===== src/rtl/phase_step_seq_pkg.sv =====
package phase_step_seq_pkg;
   typedef enum logic [1:0] {
      ST_IDLE = 2'd0,
      ST_REQ  = 2'd1,
      ST_GAP  = 2'd2,
      ST_FIN  = 2'd3
   } seq_state_t;
endpackage


===== src/rtl/pss_done_capture.sv =====
module pss_done_capture #(
   parameter bit NEG_CAPTURE = 1'b1
) (
   input  logic clk,
   input  logic rst_n,
   input  logic ack_n_i,
   output logic ack_seen_o
);
   logic ack_q;

   generate
      if (NEG_CAPTURE) begin : g_fall
         // half-period low pulse is still low at the falling edge
         always_ff @(negedge clk or negedge rst_n) begin
            if (!rst_n) ack_q <= 1'b0;
            else        ack_q <= ~ack_n_i;
         end
      end else begin : g_rise
         // for generators whose acknowledge is held a full cycle
         always_ff @(posedge clk or negedge rst_n) begin
            if (!rst_n) ack_q <= 1'b0;
            else        ack_q <= ~ack_n_i;
         end
      end
   endgenerate

   assign ack_seen_o = ack_q;
endmodule


===== src/rtl/pss_arm.sv =====
module pss_arm #(
   parameter int unsigned ADDR_W    = 8,
   parameter int unsigned TRIG_ADDR = 'h34
) (
   input  logic              clk,
   input  logic              rst_n,
   input  logic              wr_en_i,
   input  logic [ADDR_W-1:0] wr_addr_i,
   input  logic              fin_i,
   output logic              hold_idle_o
);
   localparam logic [ADDR_W-1:0] TRIG = ADDR_W'(TRIG_ADDR);

   generate
      if (TRIG_ADDR >= (64'd1 << ADDR_W)) begin : g_bad_addr
         $error("TRIG_ADDR does not fit in ADDR_W bits");
      end
   endgenerate

   logic hit;
   assign hit = wr_en_i && (wr_addr_i == TRIG);

   // completion wins over a coincident trigger write
   always_ff @(posedge clk or negedge rst_n) begin
      if (!rst_n)     hold_idle_o <= 1'b1;
      else if (fin_i) hold_idle_o <= 1'b1;
      else if (hit)   hold_idle_o <= 1'b0;
   end
endmodule


===== src/rtl/pss_step_fsm.sv =====
module pss_step_fsm
   import phase_step_seq_pkg::*;
#(
   parameter int unsigned CNT_W    = 10,
   parameter int unsigned SEL_W    = 3,
   parameter int unsigned WD_LIMIT = 64,
   parameter int unsigned GAP_CYC  = 2
) (
   input  logic             clk,
   input  logic             rst_n,
   input  logic             hold_idle_i,
   input  logic             ack_seen_i,
   input  logic [CNT_W-1:0] count_i,
   input  logic             dir_i,
   input  logic [SEL_W-1:0] sel_i,
   output logic             step_o,
   output logic             dir_o,
   output logic [SEL_W-1:0] sel_o,
   output logic             fin_o,
   output logic             err_o
);
   localparam int unsigned WD_W  = $clog2(WD_LIMIT + 1);
   localparam int unsigned GAP_W = $clog2(GAP_CYC + 1);
   localparam logic [WD_W-1:0]  WD_LAST  = WD_W'(WD_LIMIT - 1);
   localparam logic [GAP_W-1:0] GAP_LAST = GAP_W'(GAP_CYC - 1);
   localparam logic [CNT_W-1:0] CNT_ONE  = CNT_W'(1);

   generate
      if (WD_LIMIT < 2) begin : g_bad_wd
         $error("WD_LIMIT must be at least 2");
      end
      if (GAP_CYC < 2) begin : g_bad_gap
         $error("GAP_CYC must be at least 2");
      end
      if (CNT_W < 1 || SEL_W < 1) begin : g_bad_w
         $error("CNT_W and SEL_W must be positive");
      end
   endgenerate

   seq_state_t       state;
   logic [CNT_W-1:0] remain;
   logic [WD_W-1:0]  wd_cnt;
   logic [GAP_W-1:0] gap_cnt;

   always_ff @(posedge clk or negedge rst_n) begin
      if (!rst_n) begin
         state   <= ST_IDLE;
         remain  <= '0;
         wd_cnt  <= '0;
         gap_cnt <= '0;
         step_o  <= 1'b0;
         dir_o   <= 1'b0;
         sel_o   <= '0;
         err_o   <= 1'b0;
      end else begin
         unique case (state)
            ST_IDLE: begin
               if (!hold_idle_i) begin
                  dir_o <= dir_i;
                  sel_o <= sel_i;
                  err_o <= 1'b0;
                  if (count_i == '0) begin
                     state <= ST_FIN;
                  end else begin
                     remain <= count_i;
                     wd_cnt <= '0;
                     step_o <= 1'b1;
                     state  <= ST_REQ;
                  end
               end
            end
            ST_REQ: begin
               if (ack_seen_i) begin
                  step_o <= 1'b0;
                  if (remain == CNT_ONE) begin
                     state <= ST_FIN;
                  end else begin
                     remain  <= remain - CNT_ONE;
                     gap_cnt <= '0;
                     state   <= ST_GAP;
                  end
               end else if (wd_cnt == WD_LAST) begin
                  step_o <= 1'b0;
                  err_o  <= 1'b1;
                  state  <= ST_FIN;
               end else begin
                  wd_cnt <= wd_cnt + 1'b1;
               end
            end
            ST_GAP: begin
               if (ack_seen_i) begin
                  gap_cnt <= '0;
               end else if (gap_cnt == GAP_LAST) begin
                  wd_cnt <= '0;
                  step_o <= 1'b1;
                  state  <= ST_REQ;
               end else begin
                  gap_cnt <= gap_cnt + 1'b1;
               end
            end
            ST_FIN: begin
               state <= ST_IDLE;
            end
            default: state <= ST_IDLE;
         endcase
      end
   end

   assign fin_o = (state == ST_FIN);
endmodule


===== src/rtl/phase_step_seq.sv =====
module phase_step_seq #(
   parameter int unsigned ADDR_W      = 8,
   parameter int unsigned TRIG_ADDR   = 'h34,
   parameter int unsigned CNT_W       = 10,
   parameter int unsigned SEL_W       = 3,
   parameter int unsigned WD_LIMIT    = 64,
   parameter int unsigned GAP_CYC     = 2,
   parameter bit          NEG_CAPTURE = 1'b1
) (
   input  logic              clk,
   input  logic              rst_n,
   input  logic              wr_en_i,
   input  logic [ADDR_W-1:0] wr_addr_i,
   input  logic [CNT_W-1:0]  step_count_i,
   input  logic              dir_i,
   input  logic [SEL_W-1:0]  cnt_sel_i,
   input  logic              pll_done_n_i,
   output logic              phase_step_o,
   output logic              phase_dir_o,
   output logic [SEL_W-1:0]  cnt_sel_o,
   output logic              seq_done_o,
   output logic              err_o
);
   logic hold_idle;
   logic done_seen;

   pss_done_capture #(.NEG_CAPTURE(NEG_CAPTURE)) u_cap (
      .clk        (clk),
      .rst_n      (rst_n),
      .ack_n_i    (pll_done_n_i),
      .ack_seen_o (done_seen)
   );

   pss_arm #(.ADDR_W(ADDR_W), .TRIG_ADDR(TRIG_ADDR)) u_arm (
      .clk         (clk),
      .rst_n       (rst_n),
      .wr_en_i     (wr_en_i),
      .wr_addr_i   (wr_addr_i),
      .fin_i       (seq_done_o),
      .hold_idle_o (hold_idle)
   );

   pss_step_fsm #(
      .CNT_W(CNT_W), .SEL_W(SEL_W), .WD_LIMIT(WD_LIMIT), .GAP_CYC(GAP_CYC)
   ) u_fsm (
      .clk         (clk),
      .rst_n       (rst_n),
      .hold_idle_i (hold_idle),
      .ack_seen_i  (done_seen),
      .count_i     (step_count_i),
      .dir_i       (dir_i),
      .sel_i       (cnt_sel_i),
      .step_o      (phase_step_o),
      .dir_o       (phase_dir_o),
      .sel_o       (cnt_sel_o),
      .fin_o       (seq_done_o),
      .err_o       (err_o)
   );
endmodule


===== config.mk =====
export PLATFORM = sky130hd
export DESIGN_NAME = phase_step_seq
export DESIGN_NICKNAME = d
export VERILOG_FILES = /design/src/rtl/phase_step_seq_pkg.sv /design/src/rtl/pss_done_capture.sv /design/src/rtl/pss_arm.sv /design/src/rtl/pss_step_fsm.sv /design/src/rtl/phase_step_seq.sv
export SDC_FILE = /design/constraint.sdc
export NUM_CORES = 1
export LEC_CHECK = 0
export BUFFER_PORTS_ARGS = -buffer_cell sky130_fd_sc_hd__buf_2
export CAP_MARGIN = 10
export CORE_ASPECT_RATIO = 1.1
export CORE_MARGIN = 2
export CORE_UTILIZATION = 41
export CTS_CLUSTER_SIZE = 16
export DETAILED_ROUTE_END_ITERATION = 8
export GPL_ROUTABILITY_DRIVEN = 0
export GPL_TIMING_DRIVEN = 0
export PLACE_DENSITY = 0.72
export SYNTH_ARGS = -nofsm -noshare
export SYNTH_HDL_FRONTEND = slang
export SYNTH_SLANG_ARGS = --single-unit

===== constraint.sdc =====
create_clock -name clk -period 2.2 [get_ports clk]
set_input_delay 0.22 -clock clk [delete_from_list [all_inputs] [get_ports clk]]
set_output_delay 0.22 -clock clk [all_outputs]
set_load 0.05 [all_outputs]

; Word-level counts from Yosys, hierarchy flattened
; Index checks and enable logic that the tools add are counted.
; Widths: inputs -> output; s select.
[totals]
ff_bits = 29
latch_bits = 0
mem_bits_rw = 0
romBits = 0
inputBits = 26
out_inout_bits = 7
elab_cells = 85
mem_count = 0
[op_classes]
addsub = 3
multipliers = 0
n_div = 0
n_lt_le_gt_ge = 0
eq_ne = 18
shifts = 0
mux = 38
bitwise = 2
n_reduce_logical = 14
[ops]
columns = cell, count
row1 = $mux 7, 6
row2 = $mux 10, 4
row3 = $pmux 7 s3, 1
row4 = $mux 2, 10
row5 = $pmux 10 s2, 1
row6 = $ne 2x2->1 const B, 7
row7 = $mux 1, 12
row8 = $reduce_and 4->1, 3
row9 = $eq 10x1->1 const B, 1
row10 = $logic_not 10->1, 1
row11 = $sub 10x1->10 const B, 1
row12 = $eq 8x6->1 const B, 1
row13 = $pmux 2 s4, 1
row14 = $add 7x1->7 const B, 1
row15 = $eq 7x6->1 const B, 1
row16 = $reduce_and 7->1, 1
row17 = $reduce_and 6->1, 1
row18 = $reduce_bool 2->1, 3
row19 = $reduce_and 5->1, 1
row20 = $eq 2x1->1 const B, 2
row21 = $eq 2x2->1 const B, 2
row22 = $ne 2x1->1 const B, 2
row23 = $pmux 2 s2, 1
row24 = $ne 3x2->1 const B, 1
row25 = other kinds (9), 10

; Longest topological paths before layout
[depth]
ltp_word = 4
mapped_depth = 7
ltp_nobuf = 7

; Modules after synthesis
; A second synthesis with hierarchy kept.
[unflattened]
hier_cells = 184
area_unflattened_um2 = 1632.8
[modules_own_cells]
columns = mod, n_inst, cells_each, area_each_um2, seq_area_each_um2
row1 = pss_step_fsm, 1, 176, 1539.0, 675.6
row2 = pss_arm, 1, 6, 65.1, 26.3
row3 = pss_done_capture, 1, 2, 28.8, 25.0

==> flow_results.org <==
** Worst setup path
- RR Endpoint :: u_fsm.wd_cnt[4]
- Setup crit end kind :: register
- Startpoint type of the worst setup path :: register
- The number of cells on the worst reg-to-reg path is 5.
- Worst setup slack for register-to-register paths :: -480 ps
- The critical path goes through mux2_4, o22ai_4, nand4_1, or3_1, a21oi_2.
- The worst register-to-register path begins at u_cap.ack_seen_o.
- Biggest fanout along the worst timing path :: 5
- Required time of the critical path :: 2410 ps
- On the critical path, the stage with the largest delay is an instance of dfrtn_1.
- Maximum single-stage delay on the critical path :: 390 ps
- The critical path in this run is classified as register to register.
- Data arrives at the worst endpoint at 2890 ps.

** Clock tree
- Total clock sinks :: 29
- The root buffer cell chosen for the clock tree is clkbuf_8.
- Clock tree from TritonCTS :: yes
- Clk Latency, worst-skew pair :: 290 ps
- Clock tree synthesis inserted a total of 5 buffers.
- The H-tree was split into 2 levels.
- Buffers from clock root to sink, at most :: 2
- Clock-pin slew was measured on the worst setup and hold paths at 60 ps.

** Layout
- The filler cells instantiated in the layout total 371.
- Measured on the finished design, the core utilization comes to 54.65%.
- Area Overhead vs Synth :: 29.46%
- The number of antenna diodes in the final layout is 0.
- Leading cell types in the layout, fill and taps excluded :: 36 x buf_2, 27 x dfrtp_1, 14 x nand2_1
- Net count, final :: 251
- Fraction of layout instances using a drive strength above 1 :: 34.23%
- Leaving out fill and tap cells, the most frequent cell in the layout is buf_2.
- Non-filler cells, final :: 274

** Die
- Die Area :: 0.004543 sq mm
- Area of the placeable core :: 0.003904 sq mm
- The die is 64.45 microns wide.
- Measured along the y axis, the die boundary spans 70.49 microns.
- Std-Cell Rows :: 24
- Once the floorplan was initialized, standard cells occupied 42.21% of the core.
- In this run the count of I/O pins placed on the die edge is 33.

** STA
- Worst-Margin Slew :: 728.1 ps
- Number of failing hold endpoints at the final stage :: 0
- Setup repair after global routing missed its margin :: yes
- After layout, the worst setup slack is -481.4 ps.
- Across the routed clock network, the largest skew measured is 11.13 ps.
- The number of max-slew violations in the final report came to 0.
- Headroom to the max-slew limit came out at 51.09%.
- Setup-violating endpoint count in the final report :: 22

** Hold path
- The worst hold path terminates at u_fsm.sel_o[2].
- The worst hold path belongs to the class primary input to register.
- The startpoint identified for the worst hold timing path is cnt_sel_i[2].
- Number of cells on the worst hold path :: 2

** Route
- In this run, the number of DRC markers left after iteration 0 of detailed routing was 43.
- In the routed design, unresolved DRC markers number 0.
- Vias :: 1,513
- Avg WL per Cell :: 14.16 microns
- Per-cell via count in the routed design :: 5.522
- Detailed-router iteration count before antenna repair :: 4
- The detail route stage leaves a number of antenna-violating nets equal to 0.
- The routed design has 3.879 mm of wire.

** Global route
- Final global-route overflow total :: 0
- GRT Overall Usage :: 19.13%
- The via count of the first global-routing pass came to 1,488.
- The initial antenna violation count was 0.
- Largest net degree at the start of global routing :: 30
- The first global-routing pass estimated 6.706 mm of wire.

** Yosys
- Unique cell type count in the Yosys netlist :: 48
- YS warnings :: 0
- In the synthesized netlist, the number of instances is 175.
- In this run, synthesis inferred 0 flip-flops with an integrated enable.
- Mapped cell area :: 0.001648 sq mm
- For this run, asynchronously set or reset flops after synthesis account for 100.0%.
- In this run, synthesis produced a sequential element count of 29.
- Averaged over all synthesized cells, the footprint is 9.416 sq um.
- Top flip-flop cell by instance count after synthesis :: dfrtp_1
- Of the synthesized area, sequential elements account for 44.12%.
- The number of nets handed over by synthesis was 205.

** Placed design
- Detailed Place HPWL :: 2.730 mm
- In this run, placement finished with an instance count of 259.
- Port buffering added 32 buffers.
- Setup slack after placement :: -597.2 ps

** Power
- The worst-case IR drop observed on VDD is 0.8343 mV.
- Leakage Power :: 0.8944 nW
- In this run the power density over the cells is 1300 mW/mm^2.

** Run status
- Outcome :: finished, violations left
- The final reports fail on setup timing.

** Run
- Max-cap check violation count :: 0
routing by layer:
metal | track usage (%) | vias up | share of wire [%]
met5 | 0 | - | 0
met4 | 9.693 | 0 | 2.0
met3 | 3.060 | 7 | 5.7
met2 | 31.83 | 52 | 48
met1 | 23.81 | 709 | 44
li1 | - | 745 | -
metrics by stage:
| stage | cell area [sq um] | TNS [ps] | total power [W] | hold slack, ps |
|---|---|---|---|---|
| 3_3_place_gp | 1897 | -8641 | 0.002076 | 289.7 |
| 3_5_place_dp | 1897 | -8981 | 0.002093 | 288.7 |
| 5_1_grt | 2133 | -9064 | 0.002977 | 157.6 |
| 2_1_floorplan | 1672 | -4943 | 0.001801 | -75.59 |
| 6_report | 2133 | -7369 | 0.002774 | 165.8 |
| 4_1_cts | 2090 | -7668 | 0.002713 | 159.5 |
final cells by class:
cell class                 instances  area, sq um  share of cell area [%]
buffer                             7        31.28                   1.466
tap                               52        65.06                   3.050
timing repair buffer              39        247.7                   11.61
sequential                        29        726.9                   34.08
clock buffer                       8        90.09                   4.223
multi-input combinational        133        949.7                   44.52
inverter                           6        22.52                   1.056
critical path, delay by kind of cell, from the launching register on:
family	cells	cell delay, ps
AND/OR/NAND/NOR	2	520
flip-flops	1	390
AO/OA/AOI/OAI	2	310
multiplexers	1	290
state kept, by name, indices dropped and copies added, names as in the netlist:
signal and count:
u_fsm.state 2, u_fsm.gap_cnt 2, u_fsm.err_o 1, u_fsm.remain 10, u_arm.hold_idle_o 1, u_fsm.dir_o 1
u_fsm.wd_cnt 7, u_fsm.sel_o 3, u_fsm.step_o 1, u_cap.ack_seen_o 1
cell families after synthesis:
kind of cell    share of synthesized area (%)
flops                                   44.12
fa+ha+maj                               3.037
compound gates                          21.11
xor+xnor                                1.063
buf+inv                                 3.265
simple gates                            23.99
mux                                     3.417
timing repair:
action / CTS / global route
setup endpoints to repair: 22 / 22
gates resized for setup: 8 / 11
setup buffers: 5 / 1
pin swaps: 6 / 2
endpoints found under the hold margin: 27 / 0
hold buffers: 1 / 0
where the power goes:
part           switching (W)  internal (W)  total, W  leakage, nW
clock network       0.000194      0.000254  0.000448       0.0455
logic               0.000834      0.000595   0.00143        0.488
registers           0.000171      0.000726  0.000897        0.361
cell usage after synthesis (all sizes together), types with 2 or more instances:
cell,instances,share of area [%]
dfrtp,27,41
nand2,16,3.6
a21oi,15,4.6
o21ai,15,4.6
nor2,8,1.8
nor3,8,2.4
inv,6,1.4
nor4,6,3.2
mux2,5,3.4
nand2b,5,2.0
o2bb2ai,5,2.7
buf,4,1.2
ha,4,3.0
nand3,4,1.2
or3,4,1.5
and2,3,1.1
clkbuf,3,0.68
nand4,3,1.1
nor2b,3,1.1
o22ai,3,1.5
or4,3,1.4
a22o,2,1.1
nor3b,2,1.2
xor2,2,1.1
worst max-delay path by stage:
stage	from	endpoint	slack (ps)
after global placement	u_cap.ack_seen_o	u_fsm.remain[6]	-590
after floorplan	u_cap.ack_seen_o	u_fsm.remain[6]	-380
after detailed placement	u_cap.ack_seen_o	u_fsm.remain[6]	-600
after global routing	u_cap.ack_seen_o	u_fsm.wd_cnt[4]	-540
final	u_cap.ack_seen_o	u_fsm.wd_cnt[4]	-480
after CTS	u_cap.ack_seen_o	u_fsm.wd_cnt[4]	-470
(Power assumes the default switching activity.)
